===== src/rtl/wta_pkg.sv =====
package wta_pkg;
  typedef struct packed {
    logic taken;
    logic hi_won;
  } node_st_t;
endpackage


===== src/rtl/wta_ramp.sv =====
module wta_ramp #(
  parameter int N_CAND  = 8,
  parameter int SCORE_W = 6
) (
  input  logic                      clk_i,
  input  logic                      rst_ni,
  input  logic                      arm_i,
  input  logic [N_CAND*SCORE_W-1:0] score_i,
  output logic [N_CAND-1:0]         arrive_o,
  output logic                      at_top_o
);
  localparam logic [SCORE_W-1:0] TOP = '1;

  logic [SCORE_W-1:0] cnt_q;
  logic [SCORE_W-1:0] level;

  always_ff @(posedge clk_i or negedge rst_ni) begin
    if (!rst_ni)           cnt_q <= '0;
    else if (!arm_i)       cnt_q <= '0;
    else if (cnt_q != TOP) cnt_q <= cnt_q + 1'b1;
  end

  // descending threshold: larger score crosses first
  assign level    = TOP - cnt_q;
  assign at_top_o = (cnt_q == TOP);

  for (genvar i = 0; i < N_CAND; i++) begin : g_cmp
    assign arrive_o[i] = arm_i && (score_i[i*SCORE_W +: SCORE_W] > level);

    p_arrive_sticky_r1: assert property (@(posedge clk_i) disable iff (!rst_ni)
      (arm_i && arrive_o[i]) |=> (!arm_i || arrive_o[i]));
  end

  p_zero_never_r6: assert property (@(posedge clk_i) disable iff (!rst_ni)
    (arm_i && !at_top_o) |=> (cnt_q != '0 || !arm_i));
endmodule


===== src/rtl/wta_node.sv =====
module wta_node
  import wta_pkg::*;
(
  input  logic clk_i,
  input  logic rst_ni,
  input  logic arm_i,
  input  logic lo_i,
  input  logic hi_i,
  output logic any_o,
  output logic hi_won_o
);
  node_st_t st_q;

  always_ff @(posedge clk_i or negedge rst_ni) begin
    if (!rst_ni)                     st_q <= '0;
    else if (!arm_i)                 st_q <= '0;
    else if (!st_q.taken && (lo_i || hi_i)) begin
      st_q.taken  <= 1'b1;
      st_q.hi_won <= !lo_i;  // tie goes to the lower side
    end
  end

  assign any_o    = lo_i | hi_i;
  assign hi_won_o = st_q.hi_won;

  p_tie_low_r3: assert property (@(posedge clk_i) disable iff (!rst_ni)
    (arm_i && !st_q.taken && lo_i) |=> !hi_won_o);

  p_flag_hold_r4: assert property (@(posedge clk_i) disable iff (!rst_ni)
    (arm_i && st_q.taken) |=> $stable(hi_won_o));

  p_clear_r5: assert property (@(posedge clk_i) disable iff (!rst_ni)
    !arm_i |=> !hi_won_o);
endmodule


===== src/rtl/wta_tree.sv =====
module wta_tree #(
  parameter int N_CAND = 8,
  localparam int DEPTH = $clog2(N_CAND)
) (
  input  logic             clk_i,
  input  logic             rst_ni,
  input  logic             arm_i,
  input  logic [N_CAND-1:0] arrive_i,
  output logic             root_o,
  output logic [DEPTH-1:0] addr_o
);
  logic [N_CAND-1:0] up  [0:DEPTH];
  logic [N_CAND-1:0] flg [1:DEPTH];

  assign up[0] = arrive_i;

  for (genvar l = 1; l <= DEPTH; l++) begin : g_lvl
    localparam int NODES = N_CAND >> l;
    assign up[l][N_CAND-1:NODES]  = '0;
    assign flg[l][N_CAND-1:NODES] = '0;
    for (genvar j = 0; j < NODES; j++) begin : g_node
      wta_node u_node (
        .clk_i    (clk_i),
        .rst_ni   (rst_ni),
        .arm_i    (arm_i),
        .lo_i     (up[l-1][2*j]),
        .hi_i     (up[l-1][2*j+1]),
        .any_o    (up[l][j]),
        .hi_won_o (flg[l][j])
      );
    end
  end

  assign root_o = up[DEPTH][0];

  // follow the latched flags from the root down
  always_comb begin
    addr_o = '0;
    for (int l = DEPTH; l >= 1; l--) begin
      addr_o = (addr_o << 1) | DEPTH'(flg[l][addr_o]);
    end
  end
endmodule


===== src/rtl/wta_race_top.sv =====
module wta_race_top #(
  parameter int N_CAND  = 8,
  parameter int SCORE_W = 6,
  parameter int CHIP_W  = 2,
  parameter int CORE_W  = 2,
  localparam int IDX_W  = $clog2(N_CAND),
  localparam int GLOB_W = CHIP_W + CORE_W + IDX_W
) (
  input  logic                      clk_i,
  input  logic                      rst_ni,
  input  logic                      eval_i,
  input  logic [N_CAND*SCORE_W-1:0] score_i,
  input  logic [CHIP_W-1:0]         chip_idx_i,
  input  logic [CORE_W-1:0]         core_idx_i,
  output logic [IDX_W-1:0]          win_addr_o,
  output logic [GLOB_W-1:0]         glob_addr_o,
  output logic                      valid_o,
  output logic                      none_o
);
  logic [N_CAND-1:0] arrive;
  logic              at_top, root;
  logic              root_seen_q, top_seen_q, valid_q, none_q;

  wta_ramp #(.N_CAND(N_CAND), .SCORE_W(SCORE_W)) u_ramp (
    .clk_i    (clk_i),
    .rst_ni   (rst_ni),
    .arm_i    (eval_i),
    .score_i  (score_i),
    .arrive_o (arrive),
    .at_top_o (at_top)
  );

  wta_tree #(.N_CAND(N_CAND)) u_tree (
    .clk_i    (clk_i),
    .rst_ni   (rst_ni),
    .arm_i    (eval_i),
    .arrive_i (arrive),
    .root_o   (root),
    .addr_o   (win_addr_o)
  );

  always_ff @(posedge clk_i or negedge rst_ni) begin
    if (!rst_ni) begin
      root_seen_q <= 1'b0;
      top_seen_q  <= 1'b0;
      valid_q     <= 1'b0;
      none_q      <= 1'b0;
    end else begin
      root_seen_q <= eval_i && (root_seen_q || root);
      top_seen_q  <= eval_i && (top_seen_q || at_top);
      valid_q     <= eval_i && root && !root_seen_q;
      none_q      <= eval_i && at_top && !root && !top_seen_q;
    end
  end

  assign valid_o     = valid_q;
  assign none_o      = none_q;
  assign glob_addr_o = {chip_idx_i, core_idx_i, win_addr_o};

  p_one_strobe_r4: assert property (@(posedge clk_i) disable iff (!rst_ni)
    valid_o |=> !valid_o);

  p_gate_r5: assert property (@(posedge clk_i) disable iff (!rst_ni)
    !eval_i |=> (!valid_o && !none_o));

  p_excl_r6: assert property (@(posedge clk_i) disable iff (!rst_ni)
    !(valid_o && none_o));

  p_winner_arrived_r2: assert property (@(posedge clk_i) disable iff (!rst_ni)
    (valid_o && eval_i) |-> arrive[win_addr_o]);

  p_addr_hold_r4: assert property (@(posedge clk_i) disable iff (!rst_ni)
    (valid_o && eval_i) |=> $stable(win_addr_o));
endmodule


===== config.mk =====
export PLATFORM = sky130hd
export DESIGN_NAME = wta_race_top
export DESIGN_NICKNAME = d
export VERILOG_FILES = /design/src/rtl/wta_pkg.sv /design/src/rtl/wta_ramp.sv /design/src/rtl/wta_node.sv /design/src/rtl/wta_tree.sv /design/src/rtl/wta_race_top.sv
export SDC_FILE = /design/constraint.sdc
export NUM_CORES = 1
export LEC_CHECK = 0
export ABC_AREA = 1
export BUFFER_PORTS_ARGS = -buffer_cell sky130_fd_sc_hd__buf_2
export CELL_PAD_IN_SITES_DETAIL_PLACEMENT = 0
export CELL_PAD_IN_SITES_GLOBAL_PLACEMENT = 2
export CORE_ASPECT_RATIO = 1.1
export CORE_UTILIZATION = 26
export DETAILED_ROUTE_END_ITERATION = 16
export PLACE_DENSITY = 0.81
export SYNTH_ARGS = -nofsm -noshare
export SYNTH_HDL_FRONTEND = slang
export SYNTH_SLANG_ARGS = --single-unit

===== constraint.sdc =====
create_clock -name clk_i -period 1.55 [get_ports clk_i]
set_input_delay 0.465 -clock clk_i [delete_from_list [all_inputs] [get_ports clk_i]]
set_output_delay 0.465 -clock clk_i [all_outputs]
set_load 0.01 [all_outputs]

* Word level (Yosys, flattened, before mapping)
Index checks and enable logic that the tools add are counted.
Operators by class: reduce and logical (&&, ||, !) cells 48, bitwise gates (word level) 9, $add $sub $neg 2, equality and inequality tests 10, order comparisons 10, muxes and demuxes 20
Operator list (count):
- $gt 6x6->1 | 8
- $mux 2 | 14
- $logic_and 1x1->1 | 22
- $logic_not 1->1 | 17
- $ne 2x1->1 const B | 8
- $mux 6 | 2
- $logic_or 1x1->1 | 9
- $or 1x1->1 | 7
- $add 6x1->6 const B | 1
- $eq 6x6->1 const B | 1
- $ne 6x6->1 const B | 1
- $sub 6x6->6 const A | 1
- $lt 1x4->1 const B | 1
- $lt 3x4->1 const B | 1
- $bmux 1 s3 | 1
- $mux 1 | 3
- $or 3x1->3 | 1
- $or 2x1->2 | 1
Storage, ports and cells: register bits 24, bits of input ports 55, word-level logic and storage cells 118

* Depth between registers and ports, before layout
depth after elaboration 9, gate-level depth with buffers 14

* Hierarchy
From an unflattened synthesis, not the netlist that was laid out.
Unflattened totals: cells, all modules 369, area, all modules 2446.1 µm²
By module, submodules not included:
- wta_ramp | cells each 260, area each 1574.0 µm², instances 1
- wta_node | cells each 10, area each 85.1 µm², instances 7
- wta_race_top | cells each 23, area each 197.7 µm², instances 1
- wta_tree | cells each 16, area each 78.8 µm², instances 1

* Worst setup path after synthesis
No wires, ideal clock.
kind register -> output, from register u_tree.g_lvl[3].g_node[0].u_node.st_q (netlist bit u_tree.g_lvl[3].g_node[0].u_node.hi_won_o), to output port win_addr_o[0], arrival 1533 ps, setup slack -448 ps, required time 1085 ps, path buffers 1, cell stages (with the launch flop) 5, cells stage by stage dfrtp_1 -> o21ai_0 -> nor2_1 -> o21ai_0 -> buf_4
Between the ends: longest elaborated chain between the ends 6
RTL lines:
- from (decl) | RTL line wta_node.sv:12 | node_st_t st_q;
- $mux 1 (not written as such) (2 in series) | RTL line wta_tree.sv:40 | addr_o = (addr_o << 1) | DEPTH'(flg[l][addr_o]);
- $or 2x1->2 * | RTL line wta_tree.sv:40
- $bmux 1 s3 * | RTL line wta_tree.sv:40
- $mux 1 (not written as such) * | RTL line wta_tree.sv:40
- $or 3x1->3 * | RTL line wta_tree.sv:40
- to (decl) | RTL line wta_race_top.sv:15 | output logic [IDX_W-1:0] win_addr_o,
Every way passes the cells marked *; elsewhere a longest branch is shown, timed or not. The select of a mux whose other input is x is not followed.

* Worst setup path after layout
from register u_tree.g_lvl[3].g_node[0].u_node.st_q (netlist bit u_tree.g_lvl[3].g_node[0].u_node.hi_won_o), to output port glob_addr_o[1]
Between the ends: longest elaborated chain between the ends 4
RTL lines:
- $mux 1 (not written as such) (2 in series) | RTL line wta_tree.sv:40
- $or 2x1->2 | RTL line wta_tree.sv:40
- $or 3x1->3 | RTL line wta_tree.sv:40
- to (decl) | RTL line wta_race_top.sv:16 | output logic [GLOB_W-1:0] glob_addr_o,
No other way between the ends. The select of a mux whose other input is x is not followed.

==> run_results.csv <==
group,metric,value,unit
outcome,violations,"negative setup slack",
clocking,clk_latency,0.27,ns
place,port_buffers,58,
timing,period_share,1.163,
cells_and_area,postLayoutCellArea,3920,um^2
clocking,cts_max_level,1,
worst_setup_path,required,1.08,ns
yosys,yosys.cell_types.count,25,
worst_setup_path,critical_path.cell_chain,"nand2_2, o21ai_4, buf_4, buf_6, buf_6, buf_6",
global_routing,antenna_found_initial,0,
routing,wl_per_cell,12.10,um
worst_setup_path,critPathLaunchType,"flip-flop",
yosys,async_flop_share,1.000,
routing,routed_via_density,4.399,
timing,fin_skew,0.003819,ns
cells_and_area,final_util,0.4395,
yosys,synth_edf_count,0,
yosys,yosysSeqAreaShare,0.2492,
routing,antenna_left,0,
yosys,synth_area_per_cell,7.302,um^2
yosys,synth_common_cells,"nand2_1, inv_1, ha_1",
yosys,synth-main-ff-cell,"dfrtp_1",
timing,worst_slack,-0.2532,ns
hold_path,hold_class,"primary input to asynchronous set/reset pin",
floorplan,coreArea,8919,um^2
yosys,synth-seq-cells,24,
floorplan,die_w,93.79,um
timing,period_needed,1.803,ns
routing,drc,0,
timing,rsz0062_at_grt,"yes",
pwr,p_leak,2.045,nW
place,dp_hpwl,4591,um
timing,hold_slack,0.1769,ns
worst_setup_path,slowest_stage,"dfrtp_2",
clocking,cts_root_buf,"clkbuf_8",
worst_setup_path,timing_worst_setup_path_type,"flip-flop to primary output",
floorplan,ioPinCount,67,
yosys,ys_warn_count,0,
timing,fmax,0.5546,GHz
floorplan,start_util,0.2702,
flow_run,drv_cap,0,
floorplan,die_y,103.0,um
cells_and_area,fillerInstances,896,
clocking,cts_sinks,24,
place,postPlaceCellArea,3002,um^2
timing,max_slew.worst_pin.slew,0.5715,ns
cells_and_area,drive_above_1_share,0.5213,
worst_setup_path,worstPathMaxFanout,4,
clocking,clock_path_buffers,2,
yosys,yosysTopAreaCellShare,0.2544,
clocking,cts_tree,"built",
global_routing,grt_max_degree,25,
global_routing,grt_pass1_vias,2358,
global_routing,overflow,0,
pwr,ir_drop,0.2737,mV
yosys,synthTopCellsByArea,"ha_1, dfrtp_1, nand2_1",
cells_and_area,insertedDiodeCount,0,
pwr,pwr_density_cell,508.9,nW/um^2
yosys,yosysTopAreaCell,"ha_1",
global_routing,grt_pass1_wl,10230,um
routing,num_vias,2358,
timing,finalHoldViolations,0,
yosys,synthCells,330,
clocking,cts_made_buffers,3,
routing,wirelength,6488,um
timing,slew_headroom,0.6190,
timing,final.setup.tns,-3.403,ns
yosys,synth_area,2410,um^2
yosys,yosysMostFrequentCell,"nand2_1",
worst_setup_path,crit_path_max_incr_delay,0.45,ns
timing,setup_viol,19,
cells_and_area,synthToLayoutAreaGrowth,62.67,%
clocking,clk_pin_slew_worst_paths,0.09,ns
global_routing,grt_usage,0.1331,
floorplan,die_area,9658,um^2
yosys,syn_nets,434,
place,gp_congestion,0.7448,
routing,firstDrtPassIters,4,
outcome,status,"complete, but fails checks",
timing,slew_violations,0,
worst_setup_path,crit_top_cell,"buf_6",
cells_and_area,nets,527,
worst_setup_path,cp.arrival,1.34,ns
worst_setup_path,critPathCaptureType,"primary output",
clocking,cts.hold.buffers_added,0,
floorplan,placement_rows,36,
routing,first_iter_violations,21,
-- per-layer routing --
| layer | wire length, um | track usage | up-vias |
|---|---|---|---|
| met1 | 2831 | 0.1598 | 1095 |
| met5 | 0 | 0 | - |
| met2 | 3516 | 0.2600 | 35 |
| met3 | 141 | 0.007375 | 0 |
| li1 | - | - | 1228 |
| met4 | 0 | 0.02722 | 0 |
-- logic make-up after synthesis --
logic type      share of synthesized area
simple gates                       0.2845
buf+inv                            0.1251
fa+ha+maj                          0.2544
compound gates                    0.08671
flops                              0.2492
-- worst max-delay path: cells and delay by family, from the launching register on --
kind | cells | cell delay (ns)
AND/OR/NAND/NOR | 1 | 0.09
flip-flops | 1 | 0.45
buffers and inverters | 4 | 0.46
AO/OA/AOI/OAI | 1 | 0.07
-- registers in the layout (all words and copies together) (netlist names) --
name	count
u_tree.g_lvl.g_node.u_node.st_q	7
u_ramp.cnt_q	6
top_seen_q	1
valid_o	1
u_tree.g_lvl.g_node.u_node.hi_won_o	7
none_o	1
root_seen_q	1
-- cells in the final DEF, fill, tap and decap left out, types with 11 or more instances in the layout --
| master | Yosys | routed |
|---|---|---|
| buf_2 | 1 | 56 |
| buf_4 | 9 | 25 |
| dfrtp_1 | 24 | 21 |
| ha_1 | 49 | 15 |
| ha_4 | 0 | 34 |
| nand2_2 | 10 | 24 |
| nand3_2 | 1 | 11 |
| nand3_1 | 22 | 12 |
| inv_1 | 60 | 58 |
| nand2_1 | 89 | 62 |
| nand2_4 | 3 | 16 |
| buf_6 | 0 | 16 |
-- through the flow --
stage | std cells | worst slack (ns) | power (mW)
global route | 536 | -0.3302 | 2.120
detailed placement | 521 | -0.3176 | 1.220
finish | 536 | -0.2532 | 1.995
floorplan | 330 | -0.07209 | 1.012
global placement | 521 | -0.2960 | 1.209
CTS | 533 | -0.2467 | 1.865
-- final timing paths --
kind	from	endpoint	slack (ns)	cells past startpoint
min	rst_ni	u_tree.g_lvl[1].g_node[0].u_node.hi_won_o$_DFFE_PN0P_	0.18	1
max reg2reg	u_ramp.cnt_q[4]$_DFFE_PN0P_	u_tree.g_lvl[3].g_node[0].u_node.st_q[1]$_DFFE_PN0P_	-0.22	11
min in group clk_i	root_seen_q$_DFF_PN0_	valid_o$_DFF_PN0_	0.44	1
max in group asynchronous	rst_ni	u_ramp.cnt_q[5]$_DFFE_PN0P_	0.96	1
min reg2reg	root_seen_q$_DFF_PN0_	valid_o$_DFF_PN0_	0.44	1
max	u_tree.g_lvl[3].g_node[0].u_node.hi_won_o$_DFFE_PN0P_	glob_addr_o[1]	-0.25	6
-- report_power, final --
part | total, mW | leakage [nW] | internal (mW) | switching, mW
registers | 0.700 | 0.322 | 0.672 | 0.0283
clock network | 0.565 | 0.0357 | 0.345 | 0.219
logic | 0.730 | 1.69 | 0.351 | 0.379
-- cell type report --
class                           instances  area, um^2  share of cell area
Timing Repair Buffer                   98       663.1              0.1692
Clock inverter                          1       30.03            0.007660
Tap cell                              114       142.6             0.03639
Clock buffer                            3       41.29             0.01053
Multi-Input combinational cell        235        2210              0.5637
Inverter                               61       229.0             0.05841
Sequential cell                        24       604.3              0.1542
-- what timing repair did --
action / in CTS / in global routing
buffers inserted: 8 / 3
hold endpoints to repair: 0 / 0
gates resized for setup: 60 / 75
endpoints found under the setup margin: 21 / 26
pin swaps: 29 / 46
No activity file was read; power rests on OpenSTA's default activity.
